[config.mk]
export PLATFORM = sky130hd
export DESIGN_NAME = stop_wake_ctrl
export DESIGN_NICKNAME = d
export VERILOG_FILES = /design/src/rtl/swc_pkg.sv /design/src/rtl/swc_rst_sync.sv /design/src/rtl/swc_tick_counter.sv /design/src/rtl/swc_pf_flag.sv /design/src/rtl/stop_wake_ctrl.sv
export SDC_FILE = /design/constraint.sdc
export NUM_CORES = 1
export LEC_CHECK = 0
export ABC_CLOCK_PERIOD_IN_PS = 1100
export BUFFER_PORTS_ARGS = -buffer_cell sky130_fd_sc_hd__buf_2
export CORE_UTILIZATION = 40
export DETAILED_ROUTE_END_ITERATION = 7
export GPL_TIMING_DRIVEN = 0
export PLACE_DENSITY_LB_ADDON = 0.3
export SLEW_MARGIN = 20
export SYNTH_ARGS = -nofsm -noshare
export SYNTH_HDL_FRONTEND = slang
export SYNTH_SLANG_ARGS = --single-unit
[constraint.sdc]
create_clock -name clk_i -period 1.1 [get_ports clk_i]
set_input_delay 0.055 -clock clk_i [delete_from_list [all_inputs] [get_ports clk_i]]
set_output_delay 0.055 -clock clk_i [all_outputs]
set_load 0.01 [all_outputs]
[src/rtl/swc_pkg.sv]
package swc_pkg;
  typedef enum logic [1:0] {
    ST_RUN    = 2'd0,
    ST_STOP   = 2'd1,
    ST_SETTLE = 2'd2,
    ST_RESET  = 2'd3
  } swc_state_e;
endpackage

[src/rtl/swc_rst_sync.sv]
module swc_rst_sync (
  input  logic clk_i,
  input  logic rst_ni,
  output logic rst_no
);
  logic [1:0] sync_q;

  always_ff @(posedge clk_i or negedge rst_ni) begin
    if (!rst_ni) sync_q <= 2'b00;
    else         sync_q <= {sync_q[0], 1'b1};
  end

  assign rst_no = sync_q[1];
endmodule

[src/rtl/swc_tick_counter.sv]
// Counts slow ticks while enabled and flags the tick on which the count
// reaches the programmed limit. A limit of zero never matches when
// ZERO_OFF is set.
module swc_tick_counter #(
  parameter int W        = 16,
  parameter bit ZERO_OFF = 1'b1
) (
  input  logic         clk_i,
  input  logic         rst_ni,
  input  logic         clr_i,
  input  logic         en_i,
  input  logic         tick_i,
  input  logic [W-1:0] limit_i,
  output logic         hit_o
);
  logic [W-1:0] cnt_q, cnt_d;
  logic         limit_ok;

  generate
    if (ZERO_OFF) begin : g_zero_off
      assign limit_ok = (limit_i != '0);
    end else begin : g_zero_on
      assign limit_ok = 1'b1;
    end
  endgenerate

  assign hit_o = en_i & tick_i & limit_ok & (cnt_q == (limit_i - W'(1)));

  always_comb begin
    cnt_d = cnt_q;
    if (clr_i)              cnt_d = '0;
    else if (en_i & tick_i) cnt_d = cnt_q + W'(1);
  end

  always_ff @(posedge clk_i or negedge rst_ni) begin
    if (!rst_ni) cnt_q <= '0;
    else         cnt_q <= cnt_d;
  end
endmodule

[src/rtl/swc_pf_flag.sv]
module swc_pf_flag (
  input  logic clk_i,
  input  logic rst_ni,
  input  logic set_i,
  input  logic clr_i,
  output logic flag_o
);
  logic flag_q, flag_d;

  always_comb begin
    flag_d = flag_q;
    if (set_i)      flag_d = 1'b1;
    else if (clr_i) flag_d = 1'b0;
  end

  always_ff @(posedge clk_i or negedge rst_ni) begin
    if (!rst_ni) flag_q <= 1'b0;
    else         flag_q <= flag_d;
  end

  assign flag_o = flag_q;
endmodule

[src/rtl/stop_wake_ctrl.sv]
module stop_wake_ctrl
  import swc_pkg::*;
#(
  parameter int N_IRQ        = 4,
  parameter int IVL_W        = 16,
  parameter int SETTLE_TICKS = 2
) (
  input  logic             clk_i,
  input  logic             rst_ni,
  input  logic             tick_i,
  input  logic             stop_req_i,
  input  logic             pfd_we_i,
  input  logic             pfd_wd_i,
  input  logic [IVL_W-1:0] interval_i,
  input  logic [N_IRQ-1:0] ext_irq_i,
  input  logic             pfw_i,
  input  logic             pfr_i,
  input  logic             por_i,
  input  logic             flag_clr_i,
  output logic             run_o,
  output logic             mon_en_o,
  output logic             pf_flag_o,
  output logic             rst_req_o
);
  localparam int SET_W = $clog2(SETTLE_TICKS + 1);

  logic       rst_n_s;
  logic       pfd_q;
  swc_state_e state_q, state_d;
  logic       irq_any, live_wake, stop_wake;
  logic       timer_hit, settle_done;
  logic       enter_stop, enter_settle;
  logic       flag_set;

  swc_rst_sync u_rst (
    .clk_i  (clk_i),
    .rst_ni (rst_ni),
    .rst_no (rst_n_s)
  );

  // Power-fail-disable bit, defaults to "monitor off in stop".
  always_ff @(posedge clk_i or negedge rst_n_s) begin
    if (!rst_n_s)      pfd_q <= 1'b1;
    else if (pfd_we_i) pfd_q <= pfd_wd_i;
  end

  assign irq_any   = |ext_irq_i;
  assign live_wake = irq_any | pfw_i | pfr_i;
  assign mon_en_o  = !((state_q == ST_STOP) && pfd_q);
  assign stop_wake = irq_any | timer_hit | (mon_en_o & (pfw_i | pfr_i));

  always_comb begin
    state_d = state_q;
    unique case (state_q)
      ST_RUN: begin
        if (por_i | pfr_i)                   state_d = ST_RESET;
        else if (stop_req_i & !live_wake)    state_d = ST_STOP;
      end
      ST_STOP: begin
        if (por_i)          state_d = ST_RESET;
        else if (stop_wake) state_d = ST_SETTLE;
      end
      ST_SETTLE: begin
        if (por_i)            state_d = ST_RESET;
        else if (settle_done) state_d = pfr_i ? ST_RESET : ST_RUN;
      end
      ST_RESET: begin
        if (!por_i & !pfr_i) state_d = ST_RUN;
      end
      default: state_d = ST_RESET;
    endcase
  end

  always_ff @(posedge clk_i or negedge rst_n_s) begin
    if (!rst_n_s) state_q <= ST_RUN;
    else          state_q <= state_d;
  end

  assign enter_stop   = (state_q != ST_STOP)   && (state_d == ST_STOP);
  assign enter_settle = (state_q != ST_SETTLE) && (state_d == ST_SETTLE);

  swc_tick_counter #(.W(IVL_W), .ZERO_OFF(1'b1)) u_wake (
    .clk_i   (clk_i),
    .rst_ni  (rst_n_s),
    .clr_i   (enter_stop),
    .en_i    (state_q == ST_STOP),
    .tick_i  (tick_i),
    .limit_i (interval_i),
    .hit_o   (timer_hit)
  );

  swc_tick_counter #(.W(SET_W), .ZERO_OFF(1'b0)) u_settle (
    .clk_i   (clk_i),
    .rst_ni  (rst_n_s),
    .clr_i   (enter_settle),
    .en_i    (state_q == ST_SETTLE),
    .tick_i  (tick_i),
    .limit_i (SET_W'(SETTLE_TICKS)),
    .hit_o   (settle_done)
  );

  assign flag_set = pfw_i & ((state_q == ST_RUN) |
                             ((state_q == ST_SETTLE) & settle_done));

  swc_pf_flag u_flag (
    .clk_i  (clk_i),
    .rst_ni (rst_n_s),
    .set_i  (flag_set),
    .clr_i  (flag_clr_i),
    .flag_o (pf_flag_o)
  );

  assign run_o     = (state_q == ST_RUN);
  assign rst_req_o = (state_q == ST_RESET);
endmodule

==> flow_metrics.tcl <==
set metrics [dict create \
    grt_overflow 0 \
    critical_path.cell_chain "xor2_1 > xnor2_1 > nand4_1 > nor4_2 > and4_1 > nand2_1 > a31o_1" \
    ioPinCount 34 \
    place_inst 287 \
    timing.fmax_mhz 537 \
    finalSetupViolCount 22 \
    syn-num-nets 238 \
    syn-instance-count 204 \
    place_congestion 0.837 \
    maxCapViolCount 0 \
    crit_arrival_ns 2.03 \
    via_per_inst 5.23 \
    synthTopCellsByArea "dfrtp_1 33%, xor2_1 10%, xnor2_1 8.6%" \
    yosys.cell_types.count 41 \
    port_buffers 33 \
    cts_sinks 24 \
    synth_xor_area_share_pct 18.8 \
    syn2layout_area_growth_pct 30.9 \
    pwr-share-comb_pct 28.7 \
    setup_ws_ns -0.763 \
    drtAntennaViolNets 0 \
    synth_top_family_by_area "simple AND/OR/NAND/NOR gates" \
    drt_pass1_iterations 4 \
    grtUsageMet3_pct 1.52 \
    path_clk_slew_ns 0.09 \
    start_util_pct 42.5 \
    power_switching_w 0.000741 \
    hold_viol_final 0 \
    leakage_nw 0.947 \
    ys_ff_latch 24 \
    synth_most_common_cell "nor2_1" \
    worstPathMaxFanout 2 \
    tns_ns -11.34 \
    grtUsageTotal_pct 18.7 \
    drc 0 \
    ys_seq_area_share_pct 34.9 \
    finalCritPeriodShare_pct 169 \
    crit_family "simple AND/OR/NAND/NOR gates" \
    async_flop_share_pct 100 \
    grt_pass1_wl_mm 6.44 \
    synth_mux_area_share_pct 0.654 \
    synth_enable_flop_cells 0 \
    p_seq_share_pct 48.6 \
    synth_top_area_share_pct 33.4 \
    status "finished with violations" \
    ctsHtreeMaxLevel 1 \
    p_int_w 0.00160 \
    synth_top_area_cell "dfrtp_1" \
    synthAdderAreaFrac_pct 2.90 \
    final_layout_size_suffix_gt1_share_pct 32.5 \
    slew_headroom_pct 63.7 \
    die_h_um 67.6 \
    worst_skew_pair.late_latency_ns 0.26 \
    crit_path_end_kind "flop" \
    routed_wl_mm 3.81 \
    synth-simple-area-share_pct 32.0 \
    nets 287 \
    ys_warn_count 0 \
    worstMarginPinSlew_ns 0.540 \
    critPathLaunchType "flop" \
    min_period_ns 1.86 \
    worst_hold_path_type "in2reg" \
    clockRootBuffer "clkbuf_8" \
    die_w_um 67.6 \
    fin_util_pct 55.6 \
    grt_pass1_vias 1519 \
    antenna_found_initial 0 \
    dieArea_sq_um 4570 \
    rsz0062_at_grt "true" \
    crit_path_max_incr_delay_ns 0.41 \
    diodes 0 \
    dp_slack_ns -1.12 \
    fp.coreArea_sq_um 4060 \
    grt_max_degree 23 \
    tritoncts "built" \
    synth-compound-area-share_pct 8.71 \
    vdd_ir_drop_max_v 0.000872 \
    p_per_area_nw_per_um2 1040 \
    synthFlopType "dfrtp_1" \
    crit_slowest_cell "dfrtp_1" \
    worstPathRequired_ns 1.26 \
    worstSetupPathType "reg2reg" \
    grt_busiest_layer "met2" \
    drtIter0Drc 44 \
    violations "negative setup slack" \
    cp.buffers_inverters 0 \
    cts_buffers 3 \
    fin_cells 302 \
    synth_common_cells "33 x nor2_1, 23 x dfrtp_1, 22 x nand2_1, 20 x xor2_1, 17 x xnor2_1" \
    clkPwrFrac_pct 22.8 \
    use_met2_pct 32.8 \
    swShare_pct 31.6 \
    hpwlAfterDp_mm 2.79 \
    finClkSkew_ns 0.00716 \
    vias 1579 \
    routedWlPerCell_um 12.6 \
    cts.path.max_buffers 2 \
    syn_area_per_cell_sq_um 8.45 \
    slew_viol_final 0 \
    fp-row-count 23 \
    synth_area_sq_um 1720 \
    use_met1_pct 23.9 \
]
placed cells by master, fill, tap and decap left out, drive strengths merged:
master and n:
dlygate4sd3 2, a32oi 1, nand4 3, and2 3
xnor2 17, nor2b 4, o21a 1, nor4 3
o21ai 4, nor2 33, and3 7, a32o 1
nand2b 3, o31ai 1, a211o 1, inv 4
conb 1, nand3 11, a21oi 6, ha 4
a31o 1, nand2 22, and4 2, nand3b 2
mux2 1, nor4b 1, buf 46, xor2 20
a221oi 1, o211ai 1, a2111o 1, a31oi 2
or4 3, or3 3, nand4b 1, clkbuf 4
dfstp 1, o311ai 1, dfrtp 23, nor3 6
per-stage QoR:
stage	cell area (sq um)	hold WS [ns]	power, W
global placement	2020	-0.158	0.00170
finish	2250	0.0222	0.00234
global route	2250	0.0167	0.00251
detailed placement	2020	-0.158	0.00172
CTS	2190	0.0185	0.00229
floorplan	1790	-0.241	0.00151
flip-flops by register name, summed over array words and instances (netlist names):
| signal | flops |
|---|---|
| pfd_q | 1 |
| state_q | 2 |
| u_settle.cnt_q | 2 |
| u_flag.flag_o | 1 |
| u_rst.sync_q | 2 |
| u_wake.cnt_q | 16 |
worst paths after layout:
| check | start | to | slack, ns | cells after the start |
|---|---|---|---|---|
| min | pfd_wd_i | pfd_q$_DFFE_PN1P_ | 0.02 | 2 |
| min in group asynchronous | rst_ni | u_rst.sync_q[0]$_DFF_PN0_ | 0.11 | 2 |
| min reg2reg | u_rst.sync_q[1]$_DFF_PN0_ | state_q[0]$_DFF_PN0_ | 0.23 | 0 |
| max reg2reg | u_wake.cnt_q[3]$_DFFE_PN0P_ | state_q[0]$_DFF_PN0_ | -0.76 | 7 |
| max in group asynchronous | u_rst.sync_q[1]$_DFF_PN0_ | u_wake.cnt_q[7]$_DFFE_PN0P_ | 0.51 | 0 |
| max | u_wake.cnt_q[3]$_DFFE_PN0P_ | state_q[0]$_DFF_PN0_ | -0.76 | 7 |
per-layer routing:
metal | vias up | wire [um] | share of wire, %
li1 | 799 | - | -
met4 | 0 | 51 | 1.3
met2 | 41 | 1770 | 46
met5 | - | 0 | 0
met1 | 733 | 1860 | 49
met3 | 6 | 133 | 3.5
area by class of cell:
type	instances	area (sq um)
well taps	50	62.6
multi-input cells	172	1200
clock buffers	4	45.0
flip-flops and latches	24	608
repair buffers	47	307
inverters	4	15.0
plain buffers	1	15.0
fillers	377	1800
what timing repair did:
item	CTS	global route
pin swaps	12	8
gates resized for setup	13	12
setup buffers	8	3
hold buffers	2	0
hold endpoints to repair	3	0
cloned	1	0
setup endpoints to repair	21	45
cells by family (layout without fill, tap and decap cells):
| kind of cell | Yosys count | in the layout |
|---|---|---|
| AOI/OAI and AO/OA | 22 | 22 |
| xor gates and xnor gates | 37 | 37 |
| adders and majority gates | 4 | 4 |
| buffers and inverters | 8 | 56 |
| DFF | 24 | 24 |
| muxes | 1 | 1 |
| other | 1 | 1 |
| and+or+nand+nor | 107 | 107 |
power groups by stage:
stage / registers [W] / logic, W / clock network (W)
after global routing: 0.00116 / 0.000770 / 0.000585
after floorplan: 0.00113 / 0.000388 / 0
final: 0.00114 / 0.000672 / 0.000533
after global placement: 0.00116 / 0.000535 / 0
after CTS: 0.00115 / 0.000599 / 0.000549
after detailed placement: 0.00117 / 0.000551 / 0
No activity file was read; power rests on OpenSTA's default activity.
